`config.mk`:
```
export PLATFORM = sky130hd
export DESIGN_NAME = rxq_ptr_ctrl
export DESIGN_NICKNAME = d
export VERILOG_FILES = /design/src/rtl/rxq_pkg.sv /design/src/rtl/rxq_wr_side.sv /design/src/rtl/rxq_rd_side.sv /design/src/rtl/rxq_level.sv /design/src/rtl/rxq_addr_mux.sv /design/src/rtl/rxq_ptr_ctrl.sv
export SDC_FILE = /design/constraint.sdc
export NUM_CORES = 1
export LEC_CHECK = 0
export ABC_AREA = 1
export BUFFER_PORTS_ARGS = -buffer_cell sky130_fd_sc_hd__buf_2
export CORE_ASPECT_RATIO = 1.2
export CORE_MARGIN = 2
export CORE_UTILIZATION = 40
export CTS_CLUSTER_DIAMETER = 120
export DETAILED_ROUTE_END_ITERATION = 10
export SYNTH_ARGS = -nofsm -noshare
export SYNTH_HDL_FRONTEND = slang
export SYNTH_SLANG_ARGS = --single-unit
export TNS_END_PERCENT = 20
```
`constraint.sdc`:
```
create_clock -name clk_i -period 4.25 [get_ports clk_i]
set_input_delay 0.6375 -clock clk_i [delete_from_list [all_inputs] [get_ports clk_i]]
set_output_delay 0.6375 -clock clk_i [all_outputs]
set_load 0.02 [all_outputs]
```
`src/rtl/rxq_pkg.sv`:
```
package rxq_pkg;
  typedef enum logic [1:0] {
    ACC_NONE = 2'd0,
    ACC_PROD = 2'd1,
    ACC_HOST = 2'd2
  } acc_e;

  localparam int unsigned LANE_HI = 1;
  localparam int unsigned LANE_LO = 0;
endpackage

```
`src/rtl/rxq_wr_side.sv`:
```
module rxq_wr_side #(
  parameter int unsigned PTR_W = 8
) (
  input  logic             clk_i,
  input  logic             rst_ni,
  input  logic             acc_i,
  input  logic             hi_i,
  input  logic             full_i,
  output logic [PTR_W-1:0] ptr_o,
  output logic             push_o,
  output logic             we_o,
  output logic [1:0]       be_o
);
  import rxq_pkg::*;

  logic             hi_pend_q;
  logic [PTR_W-1:0] ptr_q;
  logic             hi_ok, lo_ok;

  // status byte only lands with room; char byte only after a status byte
  assign hi_ok = acc_i &  hi_i & ~full_i;
  assign lo_ok = acc_i & ~hi_i & hi_pend_q;

  always_comb begin
    be_o          = 2'b00;
    be_o[LANE_HI] = hi_ok;
    be_o[LANE_LO] = lo_ok;
  end

  assign we_o   = hi_ok | lo_ok;
  assign push_o = lo_ok;
  assign ptr_o  = ptr_q;

  always_ff @(posedge clk_i or negedge rst_ni) begin
    if (!rst_ni) begin
      hi_pend_q <= 1'b0;
      ptr_q     <= '0;
    end else begin
      if (hi_ok)      hi_pend_q <= 1'b1;
      else if (lo_ok) hi_pend_q <= 1'b0;
      if (lo_ok)      ptr_q     <= ptr_q + 1'b1;
    end
  end
endmodule

```
`src/rtl/rxq_rd_side.sv`:
```
module rxq_rd_side #(
  parameter int unsigned PTR_W  = 8,
  parameter int unsigned DATA_W = 16
) (
  input  logic              clk_i,
  input  logic              rst_ni,
  input  logic              acc_i,
  input  logic              empty_i,
  input  logic [DATA_W-1:0] ram_rdata_i,
  output logic [PTR_W-1:0]  ptr_o,
  output logic              pop_o,
  output logic              invalid_o,
  output logic [DATA_W-1:0] rdata_o
);
  logic [PTR_W-1:0] ptr_q;

  assign pop_o     = acc_i & ~empty_i;
  assign invalid_o = acc_i &  empty_i;
  assign rdata_o   = pop_o ? ram_rdata_i : '0;
  assign ptr_o     = ptr_q;

  always_ff @(posedge clk_i or negedge rst_ni) begin
    if (!rst_ni)    ptr_q <= '0;
    else if (pop_o) ptr_q <= ptr_q + 1'b1;
  end
endmodule

```
`src/rtl/rxq_level.sv`:
```
module rxq_level #(
  parameter int unsigned PTR_W     = 8,
  parameter int unsigned ALARM_LVL = 192
) (
  input  logic clk_i,
  input  logic rst_ni,
  input  logic push_i,
  input  logic pop_i,
  output logic full_o,
  output logic alarm_o,
  output logic empty_o
);
  localparam int unsigned CNT_W  = PTR_W + 1;
  localparam logic [CNT_W-1:0] DEPTH_V = CNT_W'(1 << PTR_W);
  localparam logic [CNT_W-1:0] ALARM_V = CNT_W'(ALARM_LVL);

  logic [CNT_W-1:0] cnt_q;

  always_ff @(posedge clk_i or negedge rst_ni) begin
    if (!rst_ni) cnt_q <= '0;
    else         cnt_q <= cnt_q + CNT_W'(push_i) - CNT_W'(pop_i);
  end

  assign full_o  = (cnt_q == DEPTH_V);
  assign empty_o = (cnt_q == '0);
  assign alarm_o = (cnt_q >= ALARM_V);
endmodule

```
`src/rtl/rxq_addr_mux.sv`:
```
module rxq_addr_mux #(
  parameter int unsigned ADDR_W    = 10,
  parameter int unsigned PTR_W     = 8,
  parameter int unsigned BASE_ADDR = 256
) (
  input  rxq_pkg::acc_e     sel_i,
  input  logic [PTR_W-1:0]  wptr_i,
  input  logic [PTR_W-1:0]  rptr_i,
  output logic [ADDR_W-1:0] addr_o,
  output logic              oe_o
);
  import rxq_pkg::*;

  localparam logic [ADDR_W-1:0] BASE_V  = ADDR_W'(BASE_ADDR);
  localparam bit                ALIGNED = (BASE_ADDR % (1 << PTR_W)) == 0;

  logic [PTR_W-1:0]  ptr;
  logic [ADDR_W-1:0] full_addr;

  always_comb begin
    ptr  = '0;
    oe_o = 1'b0;
    unique case (sel_i)
      ACC_PROD: begin ptr = wptr_i; oe_o = 1'b1; end
      ACC_HOST: begin ptr = rptr_i; oe_o = 1'b1; end
      default:  begin ptr = '0;     oe_o = 1'b0; end
    endcase
  end

  generate
    if (ALIGNED) begin : g_concat
      // aligned window: base supplies upper bits, no adder
      assign full_addr = {BASE_V[ADDR_W-1:PTR_W], ptr};
    end else begin : g_add
      assign full_addr = BASE_V + {{(ADDR_W-PTR_W){1'b0}}, ptr};
    end
  endgenerate

  assign addr_o = oe_o ? full_addr : '0;
endmodule

```
`src/rtl/rxq_ptr_ctrl.sv`:
```
module rxq_ptr_ctrl #(
  parameter int unsigned ADDR_W    = 10,
  parameter int unsigned PTR_W     = 8,
  parameter int unsigned DATA_W    = 16,
  parameter int unsigned BASE_ADDR = 256,
  parameter int unsigned ALARM_LVL = 192
) (
  input  logic              clk_i,
  input  logic              rst_ni,
  input  logic              prod_gnt_i,
  input  logic              prod_fifo_wr_i,
  input  logic              prod_hi_i,
  input  logic              host_gnt_i,
  input  logic              host_fifo_rd_i,
  input  logic [DATA_W-1:0] ram_rdata_i,
  output logic [ADDR_W-1:0] ram_addr_o,
  output logic              ram_addr_oe_o,
  output logic              ram_we_o,
  output logic [1:0]        ram_be_o,
  output logic [DATA_W-1:0] host_rdata_o,
  output logic              host_rinvalid_o,
  output logic              full_o,
  output logic              alarm_o,
  output logic              empty_o
);
  import rxq_pkg::*;

  logic             acc_prod, acc_host;
  logic             push, pop;
  logic [PTR_W-1:0] wptr, rptr;
  acc_e             sel;

  assign acc_prod = prod_gnt_i & prod_fifo_wr_i;
  assign acc_host = host_gnt_i & host_fifo_rd_i;

  always_comb begin
    if (acc_prod)      sel = ACC_PROD;
    else if (acc_host) sel = ACC_HOST;
    else               sel = ACC_NONE;
  end

  rxq_wr_side #(.PTR_W(PTR_W)) i_wr (
    .clk_i  (clk_i),
    .rst_ni (rst_ni),
    .acc_i  (acc_prod),
    .hi_i   (prod_hi_i),
    .full_i (full_o),
    .ptr_o  (wptr),
    .push_o (push),
    .we_o   (ram_we_o),
    .be_o   (ram_be_o)
  );

  rxq_rd_side #(.PTR_W(PTR_W), .DATA_W(DATA_W)) i_rd (
    .clk_i       (clk_i),
    .rst_ni      (rst_ni),
    .acc_i       (acc_host & ~acc_prod),
    .empty_i     (empty_o),
    .ram_rdata_i (ram_rdata_i),
    .ptr_o       (rptr),
    .pop_o       (pop),
    .invalid_o   (host_rinvalid_o),
    .rdata_o     (host_rdata_o)
  );

  rxq_level #(.PTR_W(PTR_W), .ALARM_LVL(ALARM_LVL)) i_lvl (
    .clk_i   (clk_i),
    .rst_ni  (rst_ni),
    .push_i  (push),
    .pop_i   (pop),
    .full_o  (full_o),
    .alarm_o (alarm_o),
    .empty_o (empty_o)
  );

  rxq_addr_mux #(.ADDR_W(ADDR_W), .PTR_W(PTR_W), .BASE_ADDR(BASE_ADDR)) i_mux (
    .sel_i  (sel),
    .wptr_i (wptr),
    .rptr_i (rptr),
    .addr_o (ram_addr_o),
    .oe_o   (ram_addr_oe_o)
  );
endmodule

```
Word-level counts from Yosys, hierarchy flattened. Cells that the tools add are included.

Output and inout port bits: 34. Word-level logic and storage cells: 37. Input port bits: 23. Bits in registers: 26.

Magnitude comparators: 1. Bitwise operators: 14. Equality and inequality tests: 3. Add/subtract/negate cells: 4. Multiplexer cells: 8. Reductions and logical operators: 3.

Operator list (count): 8-bit by 1-bit adder with 8-bit output, second input constant (2); 16-bit 2-to-1 mux (1); 8-bit case mux with 2 select lines (1); 9-bit by 1-bit adder with 9-bit output (1); 1-bit bitwise AND (9); 9-bit == test, second input constant (1); 9-bit by 8-bit greater-or-equal comparator with 1-bit output, second input constant (1); 9-bit logical NOT (1); 9-bit 2-to-1 mux (1); 9-bit by 1-bit subtractor with 9-bit output (1); 2-bit 2-to-1 mux (2); 1-bit NOT (4); 1-bit 2-to-1 mux (3); 2-bit by 1-bit == test with 1-bit output, second input constant (1); 2-bit == test, second input constant (1); 2-bit nonzero test (1); 2-bit OR reduction (1); 1-bit bitwise OR (1).

Logic depth before layout (Yosys ltp).
Depth in word-level cells: 7. Mapped depth: 18. Gate-level depth less buffers: 18.

Modules after synthesis. Synthesis repeated with hierarchy kept, for this count alone.

Cells, all modules: 287. Area, all modules: 2026.9 µm².

By module, submodules not included: rxq_level (area an instance 767.0 µm², cells an instance 103, times used 1); rxq_rd_side (area an instance 559.3 µm², cells an instance 82, times used 1); rxq_wr_side (area an instance 514.2 µm², cells an instance 63, times used 1); rxq_addr_mux (area an instance 168.9 µm², cells an instance 35, times used 1); rxq_ptr_ctrl (area an instance 17.5 µm², cells an instance 4, times used 1).

Least setup slack after synthesis. OpenSTA, ideal clock, no wires.

Path type: reg2reg. Start: reg i_lvl.cnt_q[6]. End: reg i_lvl.cnt_q[8]. Library setup time: 0.116 ns. Arrival: 2.623 ns. Stages on the path, launching flop included: 18. Clock period less this slack: 2.740 ns. Path slack: 1.510 ns. Data required time: 4.134 ns. Cells stage by stage: dfrtp_1 inv_1 ha_1 nand2_1 inv_1 nand3_1 nor2_1 nor2_4 ha_1 inv_1 ha_1 inv_1 fa_1 nand3b_1 nand2_1 nand2_1 nand3_1 nand2_1.

Longest elaborated chain between the ends: 4. Elaborated cells between the ends (all ways): 5.

RTL lines: from (decl) (line rxq_level.sv:17) `logic [CNT_W-1:0] cnt_q;`; from (signal assigned) (line rxq_level.sv:21) `else cnt_q <= cnt_q + CNT_W'(push_i) - CNT_W'(pop_i);`; 9-bit logical NOT (line rxq_level.sv:25) `assign empty_o = (cnt_q == '0);`; named net empty_o (line rxq_ptr_ctrl.sv:24) `output logic empty_o`; 1-bit NOT (line rxq_rd_side.sv:17) `assign pop_o = acc_i & ~empty_i;`; 1-bit bitwise AND (line rxq_rd_side.sv:17); 9-bit by 1-bit subtractor with 9-bit output (line rxq_level.sv:21).

The timed path passes the listed nets, and every way through them passes these cells. A chain may end at the register's enable or synchronous reset.

Final worst setup path.
Start: reg i_lvl.cnt_q[4]. End: reg i_lvl.cnt_q[8].

Longest elaborated chain between the ends: 4. Elaborated cells between the ends (all ways): 5.

RTL lines (line): branches (longest 3 deep; another with 9-bit by 1-bit adder with 9-bit output); 9-bit by 1-bit subtractor with 9-bit output (*) (rxq_level.sv:21).

Mark *: on every way between the ends.

==> metrics.md <==
| Metric | Value |
|---|---|
| Leak pwr | `about 1.5 nW` |
| Synth unique cells | `26` |
| Starting DRT DRC Count | `95` |
| Placement Cell Area | `2283 um2` |
| TritonCTS buffer count | `3` |
| Fmax | `around 0.36 GHz` |
| Top post-synthesis cells by count | `nand2_1 (84), inv_1 (61), nor2_1 (29)` |
| RSZ-0062 raised after global routing | `false` |
| Clk_lat worst skew | `between 0.2 and 0.3 ns` |
| Grt total ovfl | `0` |
| Max clock buf depth | `2` |
| R2R depth | `17` |
| Sequential-to-total area share from yosys stat | `0.3275` |
| PD cells | `about 600 nW/um2` |
| WL final | `4361 um` |
| Initial antenna violation count | `0` |
| Synth Instances | `~290` |
| CTS tree | `yes` |
| #FFs+latches synth | `26` |
| Top-count cell post-synth | `nand2_1` |
| H-tree depth | `1` |
| Sink Count | `26` |
| Simple-gate share of the synthesized area | `0.3142` |
| Final hold vios | `0` |
| Yosys top cell area share | `0.3275` |
| Die Ht | `81.21 um` |
| Sum Neg Setup Slack | `0 ns` |
| Post-Synth XOR/XNOR Area | `0.03967` |
| Async S/R FF share, synth | `1.000` |
| Worst slew margin | `0.6055` |
| Mapped Nets | `329` |
| Status | `finished clean` |
| DRC | `0` |
| FF-to-FF End | `i_lvl.cnt_q[8]` |
| Synth Area in Adders | `0.1108` |
| Root Buffer | `clkbuf_8` |
| Clock-pin slew on the worst setup and hold paths | `~0.10 ns` |
| Total track usage | `0.1703` |
| Compound-gate portion of the synthesized area | `0.05605` |
| Via count | `1839` |
| Nets | `382` |
| Port Buffers | `55` |
| Clk_skew | `0.007050 ns` |
| Max-slew violation count | `0` |
| Area Growth Syn to Fin | `18.51%` |
| Area of the core | `4870 um2` |
| Routed len/inst | `10.88 um` |
| Startpoint types | `flop` |
| Cts repair resizes | `0` |
| Cts hold-fix bufs | `0` |
| Setup Crit Path Kind | `reg -> reg` |
| Finished Core Util | `0.4836` |
| Ys Warns | `0` |
| MaxCap Viol Count | `0` |
| Post-DP HPWL | `between 3000 and 4000 um` |
| Post-synth design cell area | `1987 um2` |
| Final min period | `2.762 ns` |
| CP Max Fanout | `8` |
| Share of cells above drive strength 1 | `0.2082` |
| Avg Cell Area, Syn | `6.875 um2` |
| Post-layout instance area | `2355 um2` |
| EDFF count, synth | `0` |
| Final ANT Viol Nets | `0` |
| Vias in the first global route | `1726` |
| RD Place Congestion | `0.8235` |
| Vias per std cell | `4.586` |
| Main combinational cell family by area after synthesis | `simple AND/OR/NAND/NOR gates` |
| Inst Count DP | `397` |
| Largest net degree at the start of global routing | `27` |
| Multiplexer share of the synthesized area | `0` |
| Flop2flop setup slack | `1.49 ns` |
| Area leader, netlist | `dfrtp_1` |
| Worst r2r src | `i_lvl.cnt_q[4]` |
| IO Count | `57` |
| Main synth FF type | `dfrtp_1` |
| Row count | `28` |
| Final period utilization | `0.6498` |
| Fill count | `about 500` |
| Starting Density | `0.4080` |
| Setup bufs post-CTS | `0` |
| First-pass GRT wire length | `7327 um` |
| Hold Crit Class | `in -> async` |
| Antenna cells | `0` |
| First drt pass iteration count | `4` |
| Worst EP arrival | `around 2.9 ns` |
| CP endpoint kind | `flop` |
| Largest cells by area after synthesis | `dfrtp_1 (33%), nand2_1 (16%), inv_1 (12%)` |
| Crit path required time | `4.43 ns` |
| Tightest Pin Transition | `0.5917 ns` |
| Die Width | `68.34 um` |
| Max IR drop VDD | `0.0003373 V` |
| Setup-failing EPs final | `0` |
| Die area | `5550 um2` |
| Final Instance Count excl. Fillers | `between 400 and 500` |
[stage by stage]
stage	hold slack (ns)	total power, mW	setup slack, ns
global placement	0.4743	1.208	1.373
global route	0.3951	1.563	1.243
finish	0.3481	1.408	1.488
floorplan	0.3419	1.026	1.510
CTS	0.3720	1.427	1.454
detailed placement	0.4994	1.214	1.306
[area by class of cell]
cell class / instances / area (um2) / area share
tap: 60 / 75.07 / 0.03188
inverter: 65 / 244.0 / 0.1036
clock buffer: 3 / 41.29 / 0.01753
sequential: 26 / 650.6 / 0.2763
multi-input combinational: 191 / 1039 / 0.4410
timing repair buffer: 55 / 275.3 / 0.1169
clock inverter: 1 / 30.03 / 0.01275
[routing by layer]
metal  GRT usage  vias to the layer above  part of all wire
met5           0                        -                 0
met4     0.04800                        0            0.0053
met3     0.01662                        2             0.037
met2      0.3184                       34              0.54
met1      0.2010                      837              0.42
li1            -                      966                 -
[kinds of logic after synthesis]
kind of cell	count (synthesis)
simple gates	143
xor+xnor	9
compound gates	21
buf+inv	72
fa+ha+maj	17
other cells	1
flops	26
[registers in the layout (all words and copies together) (netlist names)]
signal and count:
i_rd.ptr_o 8, i_wr.ptr_o 8, i_lvl.cnt_q 9, i_wr.hi_pend_q 1
[placed cells by master, fill, tap and decap left out]
master     Yosys  routed
nand2_2        2       2
nor2_4         2       2
nand2_1       84      84
xnor2_1        2       2
xor2_1         7       7
conb_1         1       1
ha_1          16      16
o21ai_0        8       8
nor2_2         1       1
fa_1           1       1
a21oi_1        5       5
bufinv_16      0       1
and2_1         2       2
o21ai_1        3       3
buf_2          1      55
inv_1         61      61
nand3b_1       1       1
nand4_1        4       4
nor2_1        29      29
nor3_4         1       1
dfrtp_1       26      26
nand3_1       15      15
o22ai_1        5       5
clkbuf_8       0       3
inv_2          4       4
nand2_4        2       2
[power by group]
group          internal (mW)  switching (mW)  total (mW)
Combinational          0.291           0.467       0.758
Clock                  0.126          0.0841       0.210
Sequential             0.349          0.0912       0.440
Total                  0.765           0.642        1.41
[worst max-delay path by stage]
| stage | start | endpoint | cells after the start |
|---|---|---|---|
| 5_1_grt | i_lvl.cnt_q[4] | i_lvl.cnt_q[6] | 17 |
| 6_report | i_lvl.cnt_q[4] | i_lvl.cnt_q[8] | 17 |
| 3_3_place_gp | prod_gnt_i | i_lvl.cnt_q[6] | 16 |
| 2_1_floorplan | i_lvl.cnt_q[6] | i_lvl.cnt_q[8] | 17 |
| 4_1_cts | i_lvl.cnt_q[4] | i_lvl.cnt_q[6] | 17 |
| 3_5_place_dp | prod_gnt_i | i_lvl.cnt_q[6] | 16 |
[critical path, stage by stage (launching register included)]
cell	delay, ns
dfrtp_1	0.41
inv_1	0.09
ha_1	0.19
nand2_1	0.06
inv_1	0.07
nand3_1	0.10
nor2_1	0.24
nor2_4	0.10
ha_1	0.28
inv_1	0.06
ha_1	0.15
inv_1	0.05
fa_1	0.38
nand3b_1	0.17
nand2_1	0.12
nand2_1	0.08
nand3_1	0.07
nand2_1	0.05
No activity file was read; power rests on OpenSTA's default activity.
